===== src/rtl/vct_pkg.sv =====
package vct_pkg;

   typedef enum logic [2:0] {
      OP_OPEN_TX = 3'd0,
      OP_OPEN_RX = 3'd1,
      OP_SEND    = 3'd2,
      OP_RECV    = 3'd3,
      OP_END     = 3'd4,
      OP_CLOSE   = 3'd5
   } vct_op_e;

   typedef enum logic [3:0] {
      ST_OK       = 4'd0,
      ST_BUFFERED = 4'd1,
      ST_TIMEOUT  = 4'd2,
      ST_FULL     = 4'd3,
      ST_NOCHAN   = 4'd4,
      ST_BUSY     = 4'd5,
      ST_NODEST   = 4'd6,
      ST_NOTREG   = 4'd7,
      ST_BADOP    = 4'd8
   } vct_st_e;

   typedef enum logic [1:0] {
      E_IDLE = 2'd0,
      E_EXEC = 2'd1,
      E_WAIT = 2'd2
   } vct_fsm_e;

endpackage


===== src/rtl/vct_req_fifo.sv =====
module vct_req_fifo #(
   parameter int W     = 8,
   parameter int DEPTH = 4
) (
   input  logic         clk,
   input  logic         rst_n,
   input  logic         push,
   input  logic [W-1:0] din,
   input  logic         pop,
   output logic [W-1:0] dout,
   output logic         empty,
   output logic         full
);
   localparam int PW = (DEPTH > 1) ? $clog2(DEPTH) : 1;
   localparam int CW = $clog2(DEPTH + 1);

   if (DEPTH < 2) begin : g_bad_depth
      $error("vct_req_fifo: DEPTH must be at least 2");
   end

   logic [W-1:0]  mem [DEPTH];
   logic [PW-1:0] wp, rp;
   logic [CW-1:0] cnt;

   assign empty = (cnt == '0);
   assign full  = (cnt == CW'(DEPTH));
   assign dout  = mem[rp];

   function automatic logic [PW-1:0] inc(input logic [PW-1:0] p);
      return (p == PW'(DEPTH - 1)) ? '0 : p + 1'b1;
   endfunction

   always_ff @(posedge clk) begin
      if (!rst_n) begin
         wp  <= '0;
         rp  <= '0;
         cnt <= '0;
         for (int i = 0; i < DEPTH; i++) mem[i] <= '0;
      end else begin
         if (push) begin
            mem[wp] <= din;
            wp      <= inc(wp);
         end
         if (pop) rp <= inc(rp);
         if (push && !pop)      cnt <= cnt + 1'b1;
         else if (pop && !push) cnt <= cnt - 1'b1;
      end
   end

   assert_no_overflow_R1: assert property (@(posedge clk) disable iff (!rst_n)
      push |-> (cnt < CW'(DEPTH)));
   assert_no_underflow_R1: assert property (@(posedge clk) disable iff (!rst_n)
      pop |-> (cnt != '0));

endmodule


===== src/rtl/vct_engine.sv =====
module vct_engine
   import vct_pkg::*;
#(
   parameter int N_CH   = 4,
   parameter int N_DST  = 3,
   parameter int NAME_W = 8,
   parameter int TASK_W = 8,
   parameter int ID_W   = 4,
   parameter int TMO_W  = 8
) (
   input  logic              clk,
   input  logic              rst_n,
   input  logic              cmd_valid,
   output logic              cmd_ready,
   input  logic [2:0]        cmd_op,
   input  logic [NAME_W-1:0] cmd_name,
   input  logic [TASK_W-1:0] cmd_task,
   input  logic              cmd_hw,
   input  logic [TMO_W-1:0]  cmd_tmo,
   output logic              rsp_valid,
   output logic [3:0]        rsp_status,
   output logic [ID_W-1:0]   rsp_id,
   output logic [TASK_W-1:0] rsp_peer,
   output logic              rsp_mode
);
   localparam int CIW = $clog2(N_CH);
   localparam int DIW = (N_DST > 1) ? $clog2(N_DST) : 1;
   localparam int DCW = $clog2(N_DST + 1);

   if (N_CH < 2) begin : g_bad_nch
      $error("vct_engine: N_CH must be at least 2");
   end
   if (N_CH >= (1 << ID_W)) begin : g_bad_idw
      $error("vct_engine: ID_W too narrow for N_CH live identifiers");
   end

   // channel table
   logic [N_CH-1:0]   c_val, c_tx, c_buf;
   logic [NAME_W-1:0] c_name [N_CH];
   logic [ID_W-1:0]   c_id   [N_CH];
   logic [TASK_W-1:0] c_txt  [N_CH];
   logic [N_DST-1:0]  d_val  [N_CH];
   logic [N_DST-1:0]  d_hw   [N_CH];
   logic [N_DST-1:0]  d_pnd  [N_CH];
   logic [TASK_W-1:0] d_task [N_CH][N_DST];
   logic [DCW-1:0]    d_cnt  [N_CH];
   logic [ID_W-1:0]   next_id;

   // current request
   vct_fsm_e          st;
   vct_op_e           cur_op;
   logic [NAME_W-1:0] cur_name;
   logic [TASK_W-1:0] cur_task;
   logic              cur_hw;
   logic [TMO_W-1:0]  cur_tmo, tcnt;

   assign cmd_ready = (st == E_IDLE);

   // lookup
   logic           hit, free, any_dst, me_dst, dfree;
   logic [CIW-1:0] hit_ix, free_ix, sel;
   logic [DIW-1:0] first_ix, me_ix, dfree_ix;

   always_comb begin
      hit = 1'b0; hit_ix = '0; free = 1'b0; free_ix = '0;
      for (int i = N_CH - 1; i >= 0; i--) begin
         if (c_val[i] && c_name[i] == cur_name) begin hit = 1'b1; hit_ix = CIW'(i); end
         if (!c_val[i]) begin free = 1'b1; free_ix = CIW'(i); end
      end
      sel = hit ? hit_ix : free_ix;
      any_dst = |d_val[sel];
      me_dst = 1'b0; me_ix = '0; dfree = 1'b0; dfree_ix = '0; first_ix = '0;
      for (int j = N_DST - 1; j >= 0; j--) begin
         if (d_val[sel][j]) first_ix = DIW'(j);
         if (d_val[sel][j] && d_task[sel][j] == cur_task) begin me_dst = 1'b1; me_ix = DIW'(j); end
         if (!d_val[sel][j]) begin dfree = 1'b1; dfree_ix = DIW'(j); end
      end
   end

   // decision
   vct_st_e           r_st;
   logic              r_mode, wait_req;
   logic [TASK_W-1:0] r_peer;
   logic [ID_W-1:0]   r_id;
   logic do_create, set_tx, clr_tx, add_dst, add_pnd, pend_set, pend_clr;
   logic rem_dst, set_buf, clr_buf, do_del, is_tx;
   logic [DCW-1:0] left_d;

   always_comb begin
      r_st = ST_OK; r_mode = 1'b0; r_peer = '0; wait_req = 1'b0;
      r_id = hit ? c_id[hit_ix] : '0;
      do_create = 1'b0; set_tx = 1'b0; clr_tx = 1'b0; add_dst = 1'b0; add_pnd = 1'b0;
      pend_set = 1'b0; pend_clr = 1'b0; rem_dst = 1'b0; set_buf = 1'b0; clr_buf = 1'b0;
      do_del = 1'b0;
      is_tx  = hit && c_tx[sel] && (c_txt[sel] == cur_task);
      left_d = d_cnt[sel] - DCW'(me_dst);
      case (cur_op)
         OP_OPEN_TX, OP_OPEN_RX: begin
            if (!hit && !free) r_st = ST_FULL;
            else begin
               if (!hit) begin do_create = 1'b1; r_id = next_id; end
               if (cur_op == OP_OPEN_TX) begin
                  if (hit && c_tx[sel] && !is_tx) begin r_st = ST_BUSY; r_peer = c_txt[sel]; end
                  else begin set_tx = 1'b1; r_peer = any_dst ? d_task[sel][first_ix] : '0; end
               end else begin
                  r_peer = (hit && c_tx[sel]) ? c_txt[sel] : '0;
                  if (!me_dst) begin
                     if (!dfree) r_st = ST_NODEST;
                     else add_dst = 1'b1;
                  end
               end
            end
         end
         OP_SEND: begin
            if (!hit) r_st = ST_NOCHAN;
            else if (any_dst) begin
               r_peer = d_task[sel][first_ix];
               r_mode = !d_hw[sel][first_ix];
            end else if (cur_tmo != '0) wait_req = 1'b1;
            else begin r_st = ST_BUFFERED; r_mode = 1'b1; set_buf = 1'b1; end
         end
         OP_RECV: begin
            if (!hit) r_st = ST_NOCHAN;
            else if (!me_dst && !dfree) r_st = ST_NODEST;
            else begin
               if (!me_dst) begin add_dst = 1'b1; add_pnd = 1'b1; end
               else pend_set = 1'b1;
               if (c_buf[sel]) begin
                  r_mode = 1'b1; clr_buf = 1'b1;
                  r_peer = c_tx[sel] ? c_txt[sel] : '0;
               end else if (c_tx[sel]) begin
                  r_peer = c_txt[sel]; r_mode = !cur_hw;
               end else if (cur_tmo != '0) wait_req = 1'b1;
               else begin r_st = ST_BUFFERED; r_mode = 1'b1; end
            end
         end
         OP_END: begin
            if (!hit) r_st = ST_NOCHAN;
            else if (!me_dst) r_st = ST_NOTREG;
            else pend_clr = 1'b1;
         end
         OP_CLOSE: begin
            if (!hit) r_st = ST_NOCHAN;
            else if (!is_tx && !me_dst) r_st = ST_NOTREG;
            else begin
               clr_tx  = is_tx;
               rem_dst = me_dst;
               do_del  = !(c_tx[sel] && !is_tx) && (left_d == '0);
            end
         end
         default: r_st = ST_BADOP;
      endcase
   end

   always_ff @(posedge clk) begin
      if (!rst_n) begin
         st <= E_IDLE; cur_op <= OP_OPEN_TX; cur_name <= '0; cur_task <= '0;
         cur_hw <= 1'b0; cur_tmo <= '0; tcnt <= '0; next_id <= ID_W'(1);
         rsp_valid <= 1'b0; rsp_status <= '0; rsp_id <= '0; rsp_peer <= '0; rsp_mode <= 1'b0;
         c_val <= '0; c_tx <= '0; c_buf <= '0;
         for (int i = 0; i < N_CH; i++) begin
            c_name[i] <= '0; c_id[i] <= '0; c_txt[i] <= '0; d_cnt[i] <= '0;
            d_val[i] <= '0; d_hw[i] <= '0; d_pnd[i] <= '0;
            for (int j = 0; j < N_DST; j++) d_task[i][j] <= '0;
         end
      end else begin
         rsp_valid <= 1'b0;
         case (st)
            E_IDLE: if (cmd_valid) begin
               cur_op <= vct_op_e'(cmd_op); cur_name <= cmd_name; cur_task <= cmd_task;
               cur_hw <= cmd_hw; cur_tmo <= cmd_tmo; st <= E_EXEC;
            end
            E_EXEC: begin
               rsp_status <= r_st; rsp_id <= r_id; rsp_peer <= r_peer; rsp_mode <= r_mode;
               if (wait_req) begin tcnt <= cur_tmo; st <= E_WAIT; end
               else begin rsp_valid <= 1'b1; st <= E_IDLE; end
               if (do_create) begin
                  c_val[sel] <= 1'b1; c_name[sel] <= cur_name; c_id[sel] <= next_id;
                  c_tx[sel] <= 1'b0; c_buf[sel] <= 1'b0;
                  next_id <= (next_id == '1) ? ID_W'(1) : next_id + 1'b1;
               end
               if (set_tx) begin c_tx[sel] <= 1'b1; c_txt[sel] <= cur_task; end
               if (clr_tx) c_tx[sel] <= 1'b0;
               if (set_buf) c_buf[sel] <= 1'b1;
               if (clr_buf) c_buf[sel] <= 1'b0;
               if (add_dst) begin
                  d_val[sel][dfree_ix] <= 1'b1; d_task[sel][dfree_ix] <= cur_task;
                  d_hw[sel][dfree_ix] <= cur_hw; d_pnd[sel][dfree_ix] <= add_pnd;
                  d_cnt[sel] <= d_cnt[sel] + 1'b1;
               end
               if (pend_set) d_pnd[sel][me_ix] <= 1'b1;
               if (pend_clr) d_pnd[sel][me_ix] <= 1'b0;
               if (rem_dst) begin
                  d_val[sel][me_ix] <= 1'b0; d_pnd[sel][me_ix] <= 1'b0;
                  d_cnt[sel] <= d_cnt[sel] - 1'b1;
               end
               if (do_del) begin c_val[sel] <= 1'b0; c_buf[sel] <= 1'b0; end
            end
            E_WAIT: begin
               if (tcnt == TMO_W'(1)) begin
                  rsp_valid <= 1'b1; rsp_status <= ST_TIMEOUT;
                  rsp_peer <= '0; rsp_mode <= 1'b0; st <= E_IDLE;
               end else tcnt <= tcnt - 1'b1;
            end
            default: st <= E_IDLE;
         endcase
      end
   end

   for (genvar g = 0; g < N_CH; g++) begin : g_chk
      assert_dest_count_R5: assert property (@(posedge clk) disable iff (!rst_n)
         d_cnt[g] == DCW'($countones(d_val[g])));
      assert_live_id_R3: assert property (@(posedge clk) disable iff (!rst_n)
         c_val[g] |-> (c_id[g] != '0));
   end

   assert_single_pulse_R12: assert property (@(posedge clk) disable iff (!rst_n)
      rsp_valid |=> !rsp_valid);
   assert_rsp_idle_R12: assert property (@(posedge clk) disable iff (!rst_n)
      rsp_valid |-> (st == E_IDLE));
   assert_timeout_after_wait_R7: assert property (@(posedge clk) disable iff (!rst_n)
      (rsp_valid && rsp_status == ST_TIMEOUT) |-> ($past(st) == E_WAIT));

endmodule


===== src/rtl/vc_table_mgr.sv =====
module vc_table_mgr #(
   parameter int              N_CH       = 4,
   parameter int              N_DST      = 3,
   parameter int              NAME_W     = 8,
   parameter int              TASK_W     = 8,
   parameter int              ID_W       = 4,
   parameter int              TMO_W      = 8,
   parameter int              SVC_W      = 4,
   parameter logic [SVC_W-1:0] MW_SVC    = 4'hA,
   parameter int              FIFO_DEPTH = 4
) (
   input  logic              clk,
   input  logic              rst_n,
   input  logic              req_valid,
   output logic              req_ready,
   input  logic [SVC_W-1:0]  req_svc,
   input  logic [2:0]        req_op,
   input  logic [NAME_W-1:0] req_name,
   input  logic [TASK_W-1:0] req_task,
   input  logic              req_hw,
   input  logic [TMO_W-1:0]  req_tmo,
   output logic              rsp_valid,
   output logic [3:0]        rsp_status,
   output logic [ID_W-1:0]   rsp_id,
   output logic [TASK_W-1:0] rsp_peer,
   output logic              rsp_mode
);
   localparam int FW = SVC_W + 3 + NAME_W + TASK_W + 1 + TMO_W;

   logic [FW-1:0]     q_din, q_dout;
   logic              q_empty, q_full, q_push, q_pop;
   logic [SVC_W-1:0]  h_svc;
   logic [2:0]        h_op;
   logic [NAME_W-1:0] h_name;
   logic [TASK_W-1:0] h_task;
   logic              h_hw, h_mw, eng_ready, cmd_valid;
   logic [TMO_W-1:0]  h_tmo;

   assign req_ready = !q_full;
   assign q_push    = req_valid && req_ready;
   assign q_din     = {req_svc, req_op, req_name, req_task, req_hw, req_tmo};

   vct_req_fifo #(.W(FW), .DEPTH(FIFO_DEPTH)) u_fifo (
      .clk(clk), .rst_n(rst_n), .push(q_push), .din(q_din), .pop(q_pop),
      .dout(q_dout), .empty(q_empty), .full(q_full)
   );

   // service routing: foreign requests are dropped without waiting for the engine
   assign {h_svc, h_op, h_name, h_task, h_hw, h_tmo} = q_dout;
   assign h_mw      = (h_svc == MW_SVC);
   assign cmd_valid = !q_empty && h_mw && eng_ready;
   assign q_pop     = !q_empty && (!h_mw || eng_ready);

   vct_engine #(
      .N_CH(N_CH), .N_DST(N_DST), .NAME_W(NAME_W), .TASK_W(TASK_W),
      .ID_W(ID_W), .TMO_W(TMO_W)
   ) u_engine (
      .clk(clk), .rst_n(rst_n),
      .cmd_valid(cmd_valid), .cmd_ready(eng_ready),
      .cmd_op(h_op), .cmd_name(h_name), .cmd_task(h_task), .cmd_hw(h_hw), .cmd_tmo(h_tmo),
      .rsp_valid(rsp_valid), .rsp_status(rsp_status), .rsp_id(rsp_id),
      .rsp_peer(rsp_peer), .rsp_mode(rsp_mode)
   );

   assert_forward_matches_R2: assert property (@(posedge clk) disable iff (!rst_n)
      cmd_valid |-> (q_pop && h_svc == MW_SVC));

endmodule


===== config.mk =====
export PLATFORM = sky130hd
export DESIGN_NAME = vc_table_mgr
export DESIGN_NICKNAME = d
export VERILOG_FILES = /design/src/rtl/vct_pkg.sv /design/src/rtl/vct_req_fifo.sv /design/src/rtl/vct_engine.sv /design/src/rtl/vc_table_mgr.sv
export SDC_FILE = /design/constraint.sdc
export NUM_CORES = 1
export LEC_CHECK = 0
export BUFFER_PORTS_ARGS = -buffer_cell sky130_fd_sc_hd__buf_2
export CORE_UTILIZATION = 60
export DETAILED_ROUTE_END_ITERATION = 8
export GPL_TIMING_DRIVEN = 0
export PLACE_DENSITY = 0.8
export SLEW_MARGIN = 25
export SYNTH_ARGS = -nofsm -noshare
export SYNTH_HDL_FRONTEND = slang
export SYNTH_SLANG_ARGS = --single-unit

===== constraint.sdc =====
create_clock -name clk -period 5.8 [get_ports clk]
set_clock_uncertainty 0.2 [all_clocks]
set_input_delay 0.87 -clock clk [delete_from_list [all_inputs] [get_ports clk]]
set_output_delay 0.87 -clock clk [all_outputs]
set_load 0.1 [all_outputs]

==> results.ini, run 1 <==
[cts]
path_clk_slew_ns = 0.06
cts_made_buffers = 44
cts_tree = built
clock_latency_ns = 0.56
hold_buffers = 0
cts.sinks = 417
cts_max_path_buffers = 3
htree_levels = 2
clock-root-buffer = clkbuf_16

[global_routing]
grt_start_max_net_pins = 20
antenna_found_initial = 1
grt_pass1_wl_um = 96400
grt_pass1_vias = 15800
grt_overflow = 0
gr-usage-all-layers = 0.367

[timing]
fmax_mhz = 170
min_period_ns = 5.89
holdWs_ns = 0.256
worst_slack_ns = -0.0855
tightest_slew_ns = 1.04
finalCritPeriodShare = 1.01
slew_viol_final = 0
setup_violations = 33
hold_violations = 0
maxSlewHeadroom = 0.307
rsz0062_at_grt = yes

[floorplanning]
die_w_um = 188
die-area_um2 = 35400
rows = 67
chipHeight_um = 188
io_pins = 54
start_util = 0.615
core_area_um2 = 33800

[logic_synthesis]
synth_async_sr_flop_share = 0
yosysSeqAreaShare = 0.563
ys_types = 94
synthFlopType = edfxtp_1
synthCells = 1864
synth-seq-cells = 417
yosys_warnings = 0
syn_avg_cell_area_um2 = 11.2
synth_nets = 1909
synth_area_um2 = 20800
synth-edff-count = 336

[layout]
final_cell_mix = edfxtp_1, and2_1, nand2_1
finalNonFillerCells = 2470
fin_util = 0.696
drive_gt1_frac = 0.150
final_common_cell = edfxtp_1
nNetsFinal = 2031
area_delta_synth_final_pct = 13.0
num_antenna_cells = 0

[routing]
drt_iter0_drc = 2294
drc = 0
viasPerCell = 6.68
wl_per_cell_um = 26.3
wirelength_um = 65000
first_pass_iters = 8
antenna_left = 0
via_count = 16500

[worst_hold_path]
hold_class = register to register

[placement]
place_congestion = 1.05
port_buffers = 53
dp_worst_setup_slack_ns = -0.269
placed_cells = 2375
post-dp-hpwl_um = 46300

[critical_path]
cp-start-kind = register
arrival_ns = 5.88
cp-end-kind = register
regToRegSetupSlack_ns = -0.09
cp.required_ns = 5.80
critical_path_class = register to register
cp_max_fo = 10

[power]
total_leakage_power_nw = 8.49
ir_drop_mv = 0.291
powerDensity_nw_per_um2 = 376

[run_status]
violations = setup timing
status = complete, but fails checks

[job]
maxCapViolCount = 0

-- path summary, 6_finish.rpt --
check | startpoint | end | cells after the start
setup / recovery | u_engine.cur_name[5]$_SDFFE_PN0P_ | u_engine.c_txt[3][0]$_DFFE_PP_ | 17
hold / removal | u_engine.rsp_peer[0]$_SDFFE_PN0P_ | u_engine.rsp_peer[0]$_SDFFE_PN0P_ | 2
setup reg to reg | u_engine.cur_name[5]$_SDFFE_PN0P_ | u_engine.c_txt[3][0]$_DFFE_PP_ | 17
hold reg to reg | u_engine.rsp_peer[0]$_SDFFE_PN0P_ | u_engine.rsp_peer[0]$_SDFFE_PN0P_ | 2
-- flip-flops by register name, summed over array words and instances, names as in the netlist, 3 cells and up, named ones only --
name / flops
u_fifo.mem: 128
u_engine.d_task: 96
u_engine.c_name: 32
u_engine.c_txt: 32
u_engine.c_id: 16
u_engine.d_hw: 12
u_engine.d_val: 12
u_engine.cur_name: 8
u_engine.cur_task: 8
u_engine.cur_tmo: 8
u_engine.d_cnt: 8
u_engine.rsp_peer: 8
u_engine.tcnt: 8
u_engine.c_buf: 4
u_engine.c_tx: 4
u_engine.c_val: 4
u_engine.next_id: 4
u_engine.rsp_id: 4
u_engine.rsp_status: 4
u_engine.cur_op: 3
u_fifo.cnt: 3
-- worst max-delay path, stage by stage, from the launching register on --
cell	delay, ns
dfxtp_1	0.30
buf_2	0.17
xnor2_1	0.16
nand4_1	0.25
nor3_4	0.09
buf_12	0.15
buf_4	0.14
o21ai_2	0.57
buf_2	0.44
buf_2	0.37
o32ai_1	0.12
nor3_1	0.53
xor2_1	0.14
nor4_1	0.45
and2_1	0.36
buf_4	0.25
o211ai_1	0.25
o21ai_2	0.56
-- what timing repair did --
item / 4_1_cts / 5_1_grt
endpoints found under the setup margin: 70 / 141
resized for setup: 6 / 8
pin swaps: 1 / 5
buffers inserted: 0 / 13
-- final cells by class --
type / count / area [µm²]
buffer: 150 / 827
clock buffer: 54 / 1200
clock inverter: 28 / 255
fill: 2382 / 10300
inverter: 37 / 139
multi-input combinational: 1260 / 8240
sequential: 417 / 11700
tap: 448 / 561
timing repair buffer: 76 / 562
-- logic make-up (layout without fill, tap and decap cells) --
kind of cell               count (synthesis)  in the layout  share of synthesized area
and+or+nand+nor                          803            803                      0.211
DFF                                      417            417                      0.563
AOI/OAI and AO/OA                        345            345                      0.110
buffers and inverters                    187            345                     0.0465
xor gates and xnor gates                  59             59                     0.0249
muxes                                     43             43                     0.0382
adders and majority gates                 10             10                    0.00638
-- per-layer routing --
layer,up-vias,track usage,part of all wire
li1,7167,-,-
met1,7846,0.457,0.35
met2,1219,0.582,0.46
met3,273,0.0898,0.12
met4,0,0.216,0.065
met5,-,0,0
-- power by group --
part	total, mW	internal [mW]	switching (mW)
Sequential	3.59	3.47	0.119
Clock	2.86	1.66	1.20
Combinational	2.38	0.761	1.62
-- per-stage QoR --
stage	area [µm²]	TNS, ns	total power, mW
2_1_floorplan	20800	0	5.17
3_3_place_gp	21600	-17.18	5.85
3_5_place_dp	21900	-12.35	5.93
4_1_cts	23300	-4.25	8.72
5_1_grt	23500	-2.66	9.05
6_report	23500	-1.94	8.83
-- Yosys cell counts (all sizes together) (8+ instances only) --
cell type  number  area share
o211ai          8      0.0029
buf            61       0.023
nand3          47       0.012
nand4          14      0.0042
nand2b         32      0.0096
a21oi         112       0.027
xor2           10      0.0042
clkbuf         86       0.016
inv            33      0.0060
a31oi          13      0.0039
o31ai          11      0.0042
nand2         164       0.031
xnor2          49       0.021
or4            10      0.0038
dfxtp          81       0.078
o2bb2ai         9      0.0038
edfxtp        336        0.49
nor4           62       0.020
nor2          130       0.024
ha              9      0.0054
mux2            8      0.0043
and3           47       0.014
o22ai           8      0.0024
or3            16      0.0048
a211oi         17      0.0061
a22oi          10      0.0036
o32ai          17      0.0072
and2          178       0.054
mux4           28       0.030
o21ai          71       0.017
nor3           76       0.024
(Power assumes the default switching activity.)
==> inputs of run 2 (changes only) <==
--- a/config.mk
+++ b/config.mk
@@ -6,10 +6,13 @@
 export NUM_CORES = 1
 export LEC_CHECK = 0
 export BUFFER_PORTS_ARGS = -buffer_cell sky130_fd_sc_hd__buf_2
-export CORE_UTILIZATION = 60
+export CELL_PAD_IN_SITES_DETAIL_PLACEMENT = 0
+export CELL_PAD_IN_SITES_GLOBAL_PLACEMENT = 1
+export CORE_UTILIZATION = 51
 export DETAILED_ROUTE_END_ITERATION = 8
 export GPL_TIMING_DRIVEN = 0
-export PLACE_DENSITY = 0.8
+export PLACE_DENSITY = 0.83
+export SETUP_SLACK_MARGIN = 0.2
 export SLEW_MARGIN = 25
 export SYNTH_ARGS = -nofsm -noshare
 export SYNTH_HDL_FRONTEND = slang
==> run 2 against run 1 <==
- the run now ends clean
- global-route usage is 4.2 points lower
- die area increased by 17%
- worst hold slack improved by 0.0074 ns
- clock-buffer cell count is 4 higher
- routed wire length up 2.9%
- clock power increased by 8.4%
- power is 2.8% higher
- highest routed layer unchanged
==> results.ini, run 2 (synthesis results as in run 1) <==
[critical_path]
regToRegSetupSlack_ns = 0.34  ; +0.42 ns
crit_path_top_delay_cell = or4_4
path_buf_inv = 5  ; -1
crit_path_cell_trace = buf_2 -> xnor2_1 -> nand4_1 -> or3_1 -> clkbuf_1 -> nand2_4 -> buf_4 -> buf_4 -> o32ai_1 -> nor3_2 -> xnor2_1 -> o211a_1 -> and2_4 -> or4_4 -> buf_8 -> nor3_2 -> nand2b_1
r2r-end = u_engine.d_task[3][10]$_SDFFCE_PN0P_
arrival_ns = 5.50  ; -0.38 ns
cp-start-kind = register
regToRegStartpoint = u_engine.cur_name[5]$_SDFFE_PN0P_
cp_top_family = simple AND/OR/NAND/NOR gates
max_stage_delay_ns = 0.52  ; -0.05 ns
critical_path_class = register to register
cp-end-kind = register
r2r_cells = 17  ; unchanged
cp.required_ns = 5.83  ; +0.03 ns
cp_max_fo = 10  ; unchanged

[placement]
post-dp-hpwl_um = 47300  ; +2.2%
dp_worst_setup_slack_ns = -0.293  ; -0.0240 ns
port_buffers = 53  ; unchanged
place_area_um2 = 21900  ; +0.36%
place_congestion = 1.02  ; -3.1%

[cts]
cts.sinks = 417  ; unchanged
cts_tree = built
htree_levels = 2  ; unchanged
cts_max_path_buffers = 3  ; unchanged
clock-root-buffer = clkbuf_16
path_clk_slew_ns = 0.06  ; about the same
clock_latency_ns = 0.59  ; +0.03 ns
cts_made_buffers = 45  ; +2.3%
hold_buffers = 0  ; unchanged

[power]
switching_share = 0.332  ; -0.00139
powerDensity_nw_per_um2 = 381  ; +1.5%
p_clk_frac = 0.341  ; +0.017
total_leakage_power_nw = 8.58  ; +0.97%
p_sw_mw = 3.02  ; +2.4%
p_comb_frac = 0.264  ; -0.006
ir_drop_mv = 0.272  ; -6.5%
intPower_mw = 6.07  ; +3.1%
power_frac_seq = 0.395  ; -0.011

[layout]
largestRegisters = u_fifo.mem: 128 flops, u_engine.d_task: 96 flops
drive_gt1_frac = 0.158  ; +0.00752
nNetsFinal = 2035  ; +0.20%
final_cell_mix = edfxtp_1, and2_1, nand2_1
fin_util = 0.595  ; -0.100
largest_reg_flops = 128  ; unchanged
final_common_cell = edfxtp_1
regMostFlops = u_fifo.mem
num_antenna_cells = 0  ; unchanged
finish.instance_area_um2 = 23800  ; +1.4%
area_delta_synth_final_pct = 14.5

[global_routing]
antenna_found_initial = 0  ; -1
gr-usage-all-layers = 0.324  ; -0.0423
grt_pass1_wl_um = 99300  ; +3.0%
grt_overflow = 0  ; unchanged
grt_start_max_net_pins = 23  ; +15%
grt_pass1_vias = 15700  ; -0.90%

[routing]
wirelength_um = 66800  ; +2.9%
first_pass_iters = 5  ; -3
viasPerCell = 6.35  ; -5.0%
wl_per_cell_um = 26.2  ; -0.43%
drt_iter0_drc = 2044  ; -11%
via_count = 16200  ; -1.9%
drc = 0  ; unchanged
antenna_left = 0  ; unchanged

[floorplanning]
start_util = 0.520  ; -0.0957
chipHeight_um = 204  ; +8.4%
die-area_um2 = 41600  ; +17%
core_area_um2 = 40000  ; +18%
rows = 73  ; +9.0%
die_w_um = 204  ; +8.4%
io_pins = 54  ; unchanged

[timing]
finalCritPeriodShare = 0.942  ; -0.0726
tightest_slew_ns = 1.10  ; +0.0595 ns
rsz0062_at_grt = yes
fmax_mhz = 183  ; +7.7%
hold_violations = 0  ; unchanged
setup_tns_ns = 0  ; +1.94 ns
holdWs_ns = 0.263  ; +0.00742 ns
setup_violations = 0  ; -100%
worst_slack_ns = 0.335  ; +0.421 ns
maxSlewHeadroom = 0.270  ; -0.0371
min_period_ns = 5.46  ; -0.421 ns
slew_viol_final = 0  ; unchanged

[job]
maxCapViolCount = 0  ; unchanged

[worst_hold_path]
whs_path_depth = 2  ; unchanged
hold_start = u_engine.rsp_peer[4]$_SDFFE_PN0P_
hold_class = register to register
hold_path_end = u_engine.rsp_peer[4]$_SDFFE_PN0P_

[run_status]
status = completed

## run 2: final cells by class
type	count	area, µm²
buffer	150	835
clock buffer	58	1270
clock inverter	26	312
fill	3399	16200
inverter	37	139
multi-input combinational	1260	8300
sequential	417	11700
tap	525	657
timing repair buffer	79	598
## run 2: worst max path at each step
stage / slack (ns) / start / endpoint / cells past startpoint
final: 0.34 / u_engine.cur_name[5]$_SDFFE_PN0P_ / u_engine.d_task[3][10]$_SDFFCE_PN0P_ / 17
after CTS: 0.24 / u_engine.cur_name[0]$_SDFFE_PN0P_ / u_engine.c_txt[0][0]$_SDFFCE_PN0P_ / 16
after floorplan: 1.35 / u_fifo.cnt[0]$_SDFFE_PN0P_ / u_fifo.mem[3][0]$_DFFE_PP_ / 4
after global routing: 0.19 / u_engine.cur_name[5]$_SDFFE_PN0P_ / u_engine.c_txt[2][0]$_SDFFCE_PN0P_ / 17
after global placement: -0.81 / u_engine.cur_name[0]$_SDFFE_PN0P_ / u_engine.c_txt[2][0]$_SDFFCE_PN0P_ / 16
after detailed placement: -0.29 / u_engine.cur_name[0]$_SDFFE_PN0P_ / u_engine.c_txt[1][0]$_SDFFCE_PN0P_ / 16
## run 2: power groups by stage
stage / sequential (mW) / clock, mW / combinational, mW
3_5_place_dp: 3.65 / 0 / 2.31
5_1_grt: 3.61 / 3.21 / 2.54
3_3_place_gp: 3.64 / 0 / 2.25
4_1_cts: 3.58 / 3.10 / 2.33
2_1_floorplan: 3.73 / 0 / 1.45
6_report: 3.59 / 3.10 / 2.40
## run 2: worst reg2reg max path: stages (launching register included)
cell	delay [ns]
dfxtp_1	0.30
buf_2	0.17
xnor2_1	0.29
nand4_1	0.24
or3_1	0.41
clkbuf_1	0.33
nand2_4	0.31
buf_4	0.27
buf_4	0.26
o32ai_1	0.13
nor3_2	0.24
xnor2_1	0.10
o211a_1	0.23
and2_4	0.19
or4_4	0.52
buf_8	0.19
nor3_2	0.28
nand2b_1	0.44
## run 2: routing by layer
layer	up-vias	track usage	part of all wire
li1	7148	-	-
met1	7927	0.426	0.39
met2	916	0.516	0.46
met3	207	0.0588	0.095
met4	0	0.165	0.052
met5	-	0	0
## run 2: timing repair
action	CTS	global route
endpoints found under the hold margin	0	0
gates resized for setup	12	19
endpoints found under the setup margin	128	108
pin swaps	5	4
setup buffers	12	5
## run 2: per-stage QoR
stage	power, mW	std cells
after CTS	9.02	2547
final	9.08	2552
after global routing	9.35	2552
after global placement	5.89	2442
after detailed placement	5.96	2451
after floorplan	5.17	1864
==> inputs of run 3 (changes only) <==
--- a/config.mk
+++ b/config.mk
@@ -8,6 +8,7 @@
 export BUFFER_PORTS_ARGS = -buffer_cell sky130_fd_sc_hd__buf_2
 export CELL_PAD_IN_SITES_DETAIL_PLACEMENT = 0
 export CELL_PAD_IN_SITES_GLOBAL_PLACEMENT = 1
+export CORE_ASPECT_RATIO = 0.6
 export CORE_UTILIZATION = 51
 export DETAILED_ROUTE_END_ITERATION = 8
 export GPL_TIMING_DRIVEN = 0
==> run 3 against run 2 <==
- global-route usage grew 1.7 points
- combinational power is 3% higher
- sequential power about the same
- register-to-register slack worse by 0.16 ns
- critical path depth down 1
- maximum frequency decreased by 2.9%
- non-clock buffer count shrank 2
- final area shrank 0.50%
- critical endpoint is now u_engine.d_cnt[0][1]$_SDFFCE_PN0P_
- largest cell class unchanged
==> results.ini, run 3 (synthesis results as in run 1) <==
[run_status]
status = completed

[timing]
hold_violations = 0  ; unchanged
holdWs_ns = 0.263  ; -0.000159 ns
setup_violations = 0  ; unchanged
min_period_ns = 5.63  ; +0.162 ns
fmax_mhz = 178  ; -2.9%
slew_viol_final = 0  ; unchanged
rsz0062_at_grt = yes
maxSlewHeadroom = 0.223  ; -0.0471
finalCritPeriodShare = 0.970  ; +0.0279
tightest_slew_ns = 1.16  ; +0.0601 ns

[routing]
via_count = 16500  ; +2.1%
viasPerCell = 6.52  ; +2.7%
antenna_left = 0  ; unchanged
wl_per_cell_um = 28.1  ; +7.3%
wirelength_um = 71300  ; +6.7%
drt_iter0_drc = 2662  ; +30%
first_pass_iters = 8  ; +3
drc = 0  ; unchanged

[cts]
htree_levels = 2  ; unchanged
path_clk_slew_ns = 0.06  ; about the same
cts_max_path_buffers = 3  ; unchanged
clock_latency_ns = 0.58  ; about the same
clock-root-buffer = clkbuf_16
cts_made_buffers = 41  ; -8.9%
cts_tree = built
hold_buffers = 0  ; unchanged
cts.sinks = 417  ; unchanged

[power]
p_clk_frac = 0.321  ; -0.020
total_leakage_power_nw = 8.53  ; -0.52%
total_power_mw = 8.91  ; -1.9%
power_frac_seq = 0.403  ; +0.008
ir_drop_mv = 0.241  ; -12%
switching_share = 0.340  ; +0.00783
powerDensity_nw_per_um2 = 376  ; -1.4%
intPower_mw = 5.88  ; -3.1%
p_sw_mw = 3.03  ; +0.37%
p_comb_frac = 0.276  ; +0.012

[placement]
post-dp-hpwl_um = 51600  ; +9.0%
placed_cells = 2446  ; -0.20%
port_buffers = 53  ; unchanged
place_congestion = 1.04  ; +2.0%

[layout]
largestRegisters = u_fifo.mem: 128 flops, u_engine.d_task: 96 flops
drive_gt1_frac = 0.157  ; -0.000627
num_antenna_cells = 0  ; unchanged
final_cell_mix = edfxtp_1, and2_1, nand2_1
largest_reg_flops = 128  ; unchanged
finalNonFillerCells = 2538  ; -0.55%
final_common_cell = edfxtp_1
area_delta_synth_final_pct = 14.0
nNetsFinal = 2029  ; -0.29%
regMostFlops = u_fifo.mem

[critical_path]
path_buf_inv = 4  ; -1
max_stage_delay_ns = 0.54  ; +0.02 ns
r2r_cells = 16  ; -1
cp_top_family = simple AND/OR/NAND/NOR gates
crit_path_cell_trace = buf_4 -> xnor2_1 -> nand4_1 -> or3_1 -> buf_2 -> a211o_1 -> buf_6 -> o2bb2ai_1 -> nor4_1 -> or3b_2 -> nor4_2 -> and2_2 -> nor3_4 -> a2111oi_4 -> buf_2 -> o21ai_0
regToRegStartpoint = u_engine.cur_name[1]$_SDFFE_PN0P_
crit_path_top_delay_cell = a2111oi_4
r2r-end = u_engine.d_cnt[0][1]$_SDFFCE_PN0P_
critical_path_class = register to register
cp-start-kind = register
cp_max_fo = 10  ; unchanged
cp_common_cell = buf_2
regToRegSetupSlack_ns = 0.17  ; -0.16 ns
cp-end-kind = register
arrival_ns = 5.66  ; +0.16 ns
cp.required_ns = 5.84  ; about the same

[global_routing]
grt_overflow = 0  ; unchanged
gr-usage-all-layers = 0.341  ; +0.0170
antenna_found_initial = 3  ; +3
grt_pass1_wl_um = 102000  ; +3.2%
grt_start_max_net_pins = 22  ; -4.3%
grt_pass1_vias = 15200  ; -3.3%

[worst_hold_path]
hold_start = u_engine.rsp_status[2]$_SDFFE_PN0P_
whs_path_depth = 2  ; unchanged
hold_path_end = u_engine.rsp_status[2]$_SDFFE_PN0P_
hold_class = register to register

[floorplanning]
die-area_um2 = 41600  ; about the same
chipHeight_um = 158  ; -22%
rows = 56  ; -23%
start_util = 0.525  ; +0.00549
core_area_um2 = 39600  ; -1.0%
die_w_um = 263  ; +29%
io_pins = 54  ; unchanged

[job]
maxCapViolCount = 0  ; unchanged

run 3: how the worst max path moves through the flow:
stage | from | depth (start not counted) | slack, ns | to
finish | u_engine.cur_name[1]$_SDFFE_PN0P_ | 16 | 0.17 | u_engine.d_cnt[0][1]$_SDFFCE_PN0P_
global route | u_engine.cur_name[1]$_SDFFE_PN0P_ | 17 | 0.07 | u_engine.d_cnt[0][1]$_SDFFCE_PN0P_
CTS | u_engine.cur_name[0]$_SDFFE_PN0P_ | 18 | 0.22 | u_engine.d_cnt[0][1]$_SDFFCE_PN0P_
detailed placement | u_engine.cur_name[6]$_SDFFE_PN0P_ | 17 | -0.33 | u_engine.d_task[3][22]$_SDFFCE_PN0P_
global placement | u_engine.cur_name[0]$_SDFFE_PN0P_ | 14 | -0.64 | u_engine.c_txt[3][4]$_DFFE_PP_
floorplan | u_fifo.cnt[0]$_SDFFE_PN0P_ | 4 | 1.35 | u_fifo.mem[3][0]$_DFFE_PP_
run 3: what timing repair did:
action,4_1_cts,5_1_grt
setup endpoints to repair,164,123
buffers inserted,10,7
pin swaps,4,7
resized for setup,13,30
run 3: worst reg2reg max path, stage by stage (launching register included):
cell and delay (ns):
dfxtp_1 0.30, buf_4 0.16, xnor2_1 0.21, nand4_1 0.25, or3_1 0.37, buf_2 0.28, a211o_1 0.47, buf_6 0.24
o2bb2ai_1 0.30, nor4_1 0.09, or3b_2 0.49, nor4_2 0.36, and2_2 0.32, nor3_4 0.08, a2111oi_4 0.54, buf_2 0.40
o21ai_0 0.23
run 3: final cells by class:
cell class	count	area, µm²
fill	3221	15900
sequential	417	11700
buffer	150	837
clock buffer	53	1110
tap	522	653
inverter	37	139
multi-input combinational	1260	8350
clock inverter	22	298
timing repair buffer	77	597
run 3: metrics by stage:
step,instance area (µm²),utilization,setup WS (ns),TNS [ns]
2_1_floorplan,20800,-,1.35,0
3_3_place_gp,21700,0.548,-0.639,-37.51
3_5_place_dp,21900,0.553,-0.334,-23.42
4_1_cts,23500,0.593,0.224,0
5_1_grt,23700,0.599,0.0723,0
6_report,23700,0.599,0.174,0
run 3: power groups by stage:
stage	clock network [mW]	registers (mW)	logic [mW]
after floorplan	0	3.73	1.45
after global placement	0	3.64	2.27
after detailed placement	0	3.65	2.32
after CTS	2.86	3.58	2.34
after global routing	2.96	3.61	2.57
final	2.86	3.59	2.46
run 3: routing by layer:
metal  wire length (µm)  vias to the layer above  global-route usage
li1                   -                     7146                   -
met1              31000                     8156               0.519
met5                120                        -              0.0212
met3              11200                      127               0.122
met4               1500                        2              0.0709
met2              27500                     1112               0.457
